===== src/rtl/booth_pkg.sv =====
// Package booth_pkg
// Shared types for the radix-4 Booth multiplier: the magnitude choice of a
// recoded digit and the digit record passed from encoder to row generator.
// Assumes nothing beyond IEEE 1800-2017 packed types.
package booth_pkg;

    typedef enum logic [1:0] {
        MAG_ZERO = 2'd0,
        MAG_ONE  = 2'd1,
        MAG_TWO  = 2'd2
    } booth_mag_e;

    typedef struct packed {
        booth_mag_e mag;
        logic       neg;
    } booth_digit_t;

endpackage


===== src/rtl/booth_digit_enc.sv =====
// Module booth_digit_enc
// Maps one overlapping triplet of multiplier bits {high, mid, low} to a
// signed radix-4 digit in {-2,-1,0,+1,+2}. Codes 000 and 111 both give zero
// and are never flagged negative. Purely combinational.
module booth_digit_enc
    import booth_pkg::*;
(
    input  logic [2:0]   triplet,
    output booth_digit_t digit
);

    // Decode the triplet into magnitude and sign.
    always_comb begin
        unique case (triplet)
            3'b000:  digit = '{mag: MAG_ZERO, neg: 1'b0};
            3'b001:  digit = '{mag: MAG_ONE,  neg: 1'b0};
            3'b010:  digit = '{mag: MAG_ONE,  neg: 1'b0};
            3'b011:  digit = '{mag: MAG_TWO,  neg: 1'b0};
            3'b100:  digit = '{mag: MAG_TWO,  neg: 1'b1};
            3'b101:  digit = '{mag: MAG_ONE,  neg: 1'b1};
            3'b110:  digit = '{mag: MAG_ONE,  neg: 1'b1};
            default: digit = '{mag: MAG_ZERO, neg: 1'b0};
        endcase
    end

endmodule


===== src/rtl/booth_pp_gen.sv =====
// Module booth_pp_gen
// Builds one partial-product row. The multiplicand is sign-extended to the
// full product width, doubled if the digit asks for it, and bitwise inverted
// for a negative digit. The row is then shifted left by SHIFT bits. The "+1"
// that completes the negation is not added here: it is returned on neg_bit
// so that the caller can place it at bit SHIFT of a separate correction row.
module booth_pp_gen
    import booth_pkg::*;
#(
    parameter int WIDTH = 4,
    parameter int SHIFT = 0,
    localparam int PW   = 2 * WIDTH
) (
    input  logic [WIDTH-1:0] mcand,
    input  booth_digit_t     digit,
    output logic [PW-1:0]    row,
    output logic             neg_bit
);

    logic [PW-1:0] ext;
    logic [PW-1:0] mag_val;
    logic [PW-1:0] signed_val;

    // Sign-extend the multiplicand to the product width.
    always_comb ext = {{(PW-WIDTH){mcand[WIDTH-1]}}, mcand};

    // Select zero, one or two times the multiplicand.
    always_comb begin
        unique case (digit.mag)
            MAG_ONE: mag_val = ext;
            MAG_TWO: mag_val = {ext[PW-2:0], 1'b0};
            default: mag_val = '0;
        endcase
    end

    // Invert for negative digits, then align to the digit weight.
    always_comb begin
        signed_val = digit.neg ? ~mag_val : mag_val;
        row        = signed_val << SHIFT;
        neg_bit    = digit.neg;
    end

endmodule


===== src/rtl/csa_row.sv =====
// Module csa_row
// One 3:2 carry-save row. Three addends are reduced to a sum vector and a
// carry vector whose total equals the total of the inputs, modulo 2^WIDTH.
// The carry out of the top bit is dropped because the product is taken
// modulo 2^WIDTH.
module csa_row #(
    parameter int WIDTH = 8
) (
    input  logic [WIDTH-1:0] x,
    input  logic [WIDTH-1:0] y,
    input  logic [WIDTH-1:0] z,
    output logic [WIDTH-1:0] sum,
    output logic [WIDTH-1:0] carry
);

    logic [WIDTH-1:0] maj;

    // Bitwise full adders: sum bits, and majority bits moved up one weight.
    always_comb begin
        sum   = x ^ y ^ z;
        maj   = (x & y) | (x & z) | (y & z);
        carry = {maj[WIDTH-2:0], 1'b0};
    end

endmodule


===== src/rtl/booth_mult_csa.sv =====
// Module booth_mult_csa (top)
// Signed WIDTH x WIDTH multiplier. Radix-4 Booth recoding of b_in gives
// WIDTH/2 rows. These rows and one correction row of negation "+1" bits are
// folded by a chain of 3:2 carry-save rows into a sum/carry pair. With
// PIPE=1 that pair is registered, loading only on in_valid, before the final
// carry-propagate add. With PIPE=0 the whole path is combinational.
// Assumes WIDTH is even and at least 2. Reset is synchronous, active low.
module booth_mult_csa
    import booth_pkg::*;
#(
    parameter int WIDTH = 4,
    parameter bit PIPE  = 1'b1,
    localparam int PW   = 2 * WIDTH,
    localparam int NPP  = WIDTH / 2,
    localparam int NOPS = NPP + 1
) (
    input  logic             clk,
    input  logic             rst_n,
    input  logic             in_valid,
    input  logic [WIDTH-1:0] a_in,
    input  logic [WIDTH-1:0] b_in,
    output logic             out_valid,
    output logic [PW-1:0]    product
);

    logic [WIDTH:0]       b_pad;
    booth_digit_t         digits [NPP];
    logic [PW-1:0]        ops    [NOPS];
    logic [NPP-1:0]       negs;
    logic [PW-1:0]        corr;
    logic [PW-1:0]        red_sum   [NOPS-1];
    logic [PW-1:0]        red_carry [NOPS-1];
    logic [PW-1:0]        cpa_sum;
    logic [PW-1:0]        cpa_carry;

    // Append the implicit zero below the multiplier LSB.
    always_comb b_pad = {b_in, 1'b0};

    // Recode each bit pair and build its shifted row.
    for (genvar i = 0; i < NPP; i++) begin : g_digit
        booth_digit_enc u_enc (
            .triplet (b_pad[2*i+2 -: 3]),
            .digit   (digits[i])
        );
        booth_pp_gen #(.WIDTH(WIDTH), .SHIFT(2*i)) u_pp (
            .mcand   (a_in),
            .digit   (digits[i]),
            .row     (ops[i]),
            .neg_bit (negs[i])
        );
    end

    // Place each negation "+1" at its row's least significant weight.
    always_comb begin
        corr = '0;
        for (int i = 0; i < NPP; i++) corr[2*i] = negs[i];
    end
    always_comb ops[NOPS-1] = corr;

    // Seed the reduction chain with the first two operands.
    always_comb begin
        red_sum[0]   = ops[0];
        red_carry[0] = ops[1];
    end

    // Fold every further operand in with one carry-save row.
    for (genvar k = 2; k < NOPS; k++) begin : g_csa
        csa_row #(.WIDTH(PW)) u_csa (
            .x     (red_sum[k-2]),
            .y     (red_carry[k-2]),
            .z     (ops[k]),
            .sum   (red_sum[k-1]),
            .carry (red_carry[k-1])
        );
    end

    // Optional register between reduction and final add.
    if (PIPE) begin : g_pipe
        logic [PW-1:0] sum_q;
        logic [PW-1:0] carry_q;
        logic          vld_q;

        // Capture the carry-save pair on valid; track valid on every clock.
        always_ff @(posedge clk) begin
            if (!rst_n) begin
                sum_q   <= '0;
                carry_q <= '0;
                vld_q   <= 1'b0;
            end else begin
                vld_q <= in_valid;
                if (in_valid) begin
                    sum_q   <= red_sum[NOPS-2];
                    carry_q <= red_carry[NOPS-2];
                end
            end
        end

        always_comb begin
            cpa_sum   = sum_q;
            cpa_carry = carry_q;
            out_valid = vld_q;
        end
    end else begin : g_comb
        // Pass the reduction result and valid straight through.
        always_comb begin
            cpa_sum   = red_sum[NOPS-2];
            cpa_carry = red_carry[NOPS-2];
            out_valid = in_valid;
        end
    end

    // Final carry-propagate add.
    always_comb product = cpa_sum + cpa_carry;

endmodule


===== config.mk =====
export PLATFORM = sky130hd
export DESIGN_NAME = booth_mult_csa
export DESIGN_NICKNAME = d
export VERILOG_FILES = /design/src/rtl/booth_pkg.sv /design/src/rtl/booth_digit_enc.sv /design/src/rtl/booth_pp_gen.sv /design/src/rtl/csa_row.sv /design/src/rtl/booth_mult_csa.sv
export SDC_FILE = /design/constraint.sdc
export NUM_CORES = 1
export LEC_CHECK = 0
export CAP_MARGIN = 20
export CORE_AREA = 2 2 47 49
export CTS_CLUSTER_SIZE = 25
export DETAILED_ROUTE_END_ITERATION = 10
export DIE_AREA = 0 0 49 51
export PLACE_DENSITY = 0.81
export SETUP_SLACK_MARGIN = 0.3
export SYNTH_ARGS = -nofsm -noshare
export SYNTH_HDL_FRONTEND = slang
export SYNTH_SLANG_ARGS = --single-unit

===== constraint.sdc =====
create_clock -name clk -period 2.6 [get_ports clk]
set_input_delay 0.26 -clock clk [delete_from_list [all_inputs] [get_ports clk]]
set_output_delay 0.26 -clock clk [all_outputs]
set_load 0.005 [all_outputs]

==> impl_metrics.json <==
{
  "cts_root_buf": "clkbuf_4",
  "path_cells": "ha_1, a31oi_2, o211ai_1, xor2_1, clkdlybuf4s50_1",
  "overflow": 0,
  "status": "finished clean",
  "crit_path_max_fanout": 3,
  "clk_latency_ps": 270,
  "slowest_stage": "clkdlybuf4s50_1",
  "clk_pin_slew_ps": 90,
  "critPathLaunchType": "flop",
  "p_per_area_mw_per_mm2": 461.0,
  "drc": 0,
  "whs_ps": 497.7,
  "dp.cells": 158,
  "worst_ep_required_time_ps": 2340,
  "finalWorstSetupSlack_ps": 341.2,
  "synth_edf_count": 0,
  "synth-simple-area-share_pct": 17.46,
  "grtUsageTotal_pct": 16.76,
  "finalCriticalPeriod_ps": 2259,
  "clk_path_buf_depth": 2,
  "grt_max_degree": 15,
  "die_y_um": 51,
  "leakagePower_nw": 0.6073,
  "vias": 833,
  "finalHoldViolations": 0,
  "area_delta_synth_final_pct": 23.09,
  "synthesis.area_per_instance_um2": 9.017,
  "synthFlopType": "dfxtp_1",
  "ioPinCount": 20,
  "ys_warn_count": 0,
  "std_cell_rows": 17,
  "drv_slew": 0,
  "fmax_ghz": 0.4427,
  "post-route-period-util_pct": 86.88,
  "synth_area_leaders": "dfxtp_1, ha_1, mux2i_1",
  "gp_congestion": 0.8704,
  "placed_cell_area_mm2": 0.001237,
  "synth_area_mm2": 0.001046,
  "hold_path_class": "reg2reg",
  "finalClockSkew_ps": 0,
  "design_area_mm2": 0.001287,
  "antenna_found_initial": 0,
  "cts.sinks": 14,
  "synth_top_area_cell": "dfxtp_1",
  "setup_tns_ps": 0,
  "synth_cell_types": 32,
  "drive_gt1_share_pct": 7.463,
  "vias_per_cell": 5.142,
  "core_area_mm2": 0.002063,
  "maxCapViolCount": 0,
  "synth_top_area_share_pct": 26.79,
  "grt_pass1_wl_um": 3201,
  "cts_tree": "yes",
  "die_width_um": 49,
  "rsz0062_at_grt": "yes",
  "firstDrtPassIters": 3,
  "synth_seq_area_share_pct": 26.79,
  "synth_xor_area_share_pct": 12.56,
  "post-place-ws_ps": 205.5,
  "worstMarginPinSlew_ps": 662.2,
  "final_core_util_pct": 62.40,
  "stdcell_count": 162,
  "max_slew_margin_pct": 55.71,
  "ant_nets": 0,
  "p_total_mw": 0.5936,
  "num_antenna_cells": 0,
  "numCtsBuffers": 3,
  "synth_top_family_by_area": "simple AND/OR/NAND/NOR gates",
  "syn_inst": 116,
  "syn_nets": 140,
  "yosys_register_bits": 14,
  "postCtsSetupBuffers": 0,
  "end_kind": "primary output",
  "worstSetupPathType": "reg2out",
  "fin_nets": 159,
  "grt_pass1_vias": 796,
  "wl_per_cell_um": 11.93,
  "cpPeakStageDelay_ps": 510,
  "dpl.hpwl_um": 1569,
  "wl_um": 1932,
  "ctsHoldBuffers": 0,
  "htree_levels": 1,
  "peakVddDrop_uv": 259.2,
  "synthMuxAreaShare_pct": 8.612,
  "die_area_mm2": 0.002499,
  "io_buffers": 19,
  "async_flop_share_pct": 0,
  "synth_compound_area_share_pct": 12.56,
  "start_util_pct": 50.70,
  "finalSetupViolations": 0,
  "arrival_ps": 2000,
  "synth_fa_ha_area_share_pct": 15.55,
  "drt_iter0_drc": 1
}
path summary, 6_finish.rpt:
kind	to	from	cells past startpoint	slack, ps
worst max-delay path	product[6]	cpa_sum[3]	5	340
worst min-delay path	cpa_sum[1]	cpa_sum[1]	1	500
worst max register to register	cpa_carry[3]	cpa_carry[3]	1	1940
worst min register to register	cpa_sum[1]	cpa_sum[1]	1	500
worst max-delay path: cells and delay by family (launching register included):
kind,cells,cell delay (ps)
buf+inv,1,510
compound gates,2,390
fa+ha+maj,1,360
flops,1,330
xor+xnor,1,130
sequential cells by signal, indices dropped and copies added (netlist names):
name and cells:
out_valid 1, cpa_carry 6, cpa_sum 7
final cells by class:
cell class	count	area [um^2]
clock buffer	4	36.28
tap	28	35.03
sequential	14	280.3
inverter	7	26.28
timing repair buffer	20	198.9
multi-input combinational	89	710.7
fill	184	775.7
layout by cell type, fill, tap and decap left out, drive strengths merged, types with 5 or more instances in the layout:
master and n:
inv 7, mux2i 9, nor2 7, ha 13
nand2 7, clkdlybuf4s50 17, nor2b 11, dfxtp 14
xnor2 5, xor2 10
logic make-up (layout without fill, tap and decap cells):
kind of cell,count (synthesis),in the layout
xor+xnor,15,15
mux,9,9
simple gates,34,34
compound gates,18,18
flops,14,14
buf+inv,13,31
fa+ha+maj,13,13
routing by layer:
| metal | global-route usage, % | vias up | share of wire, % |
|---|---|---|---|
| met5 | 0 | - | 0 |
| met4 | 10.00 | 0 | 1.4 |
| met3 | 0.8772 | 2 | 2.5 |
| met2 | 35.39 | 15 | 56 |
| met1 | 15.66 | 382 | 40 |
| li1 | - | 434 | - |
cell usage after synthesis, drive strengths merged (2+ instances only):
master and n:
ha 13, buf 3, xnor2 5, dfxtp 14
o211ai 3, xor2 10, a22oi 3, nor2b 11
a21oi 4, clkbuf 2, nor2 7, mux2i 9
nand2 7, inv 7, nand3 4
what timing repair did:
action / 4_1_cts / 5_1_grt
gates resized for setup: 3 / 2
pin swaps: 2 / 0
setup endpoints to repair: 2 / 2
power breakdown:
| part | switching (mW) | internal (mW) |
|---|---|---|
| Sequential | 0.0109 | 0.231 |
| Combinational | 0.0893 | 0.107 |
| Clock | 0.0704 | 0.0850 |
| Total | 0.171 | 0.423 |
Power figures use the tool's default switching activity.
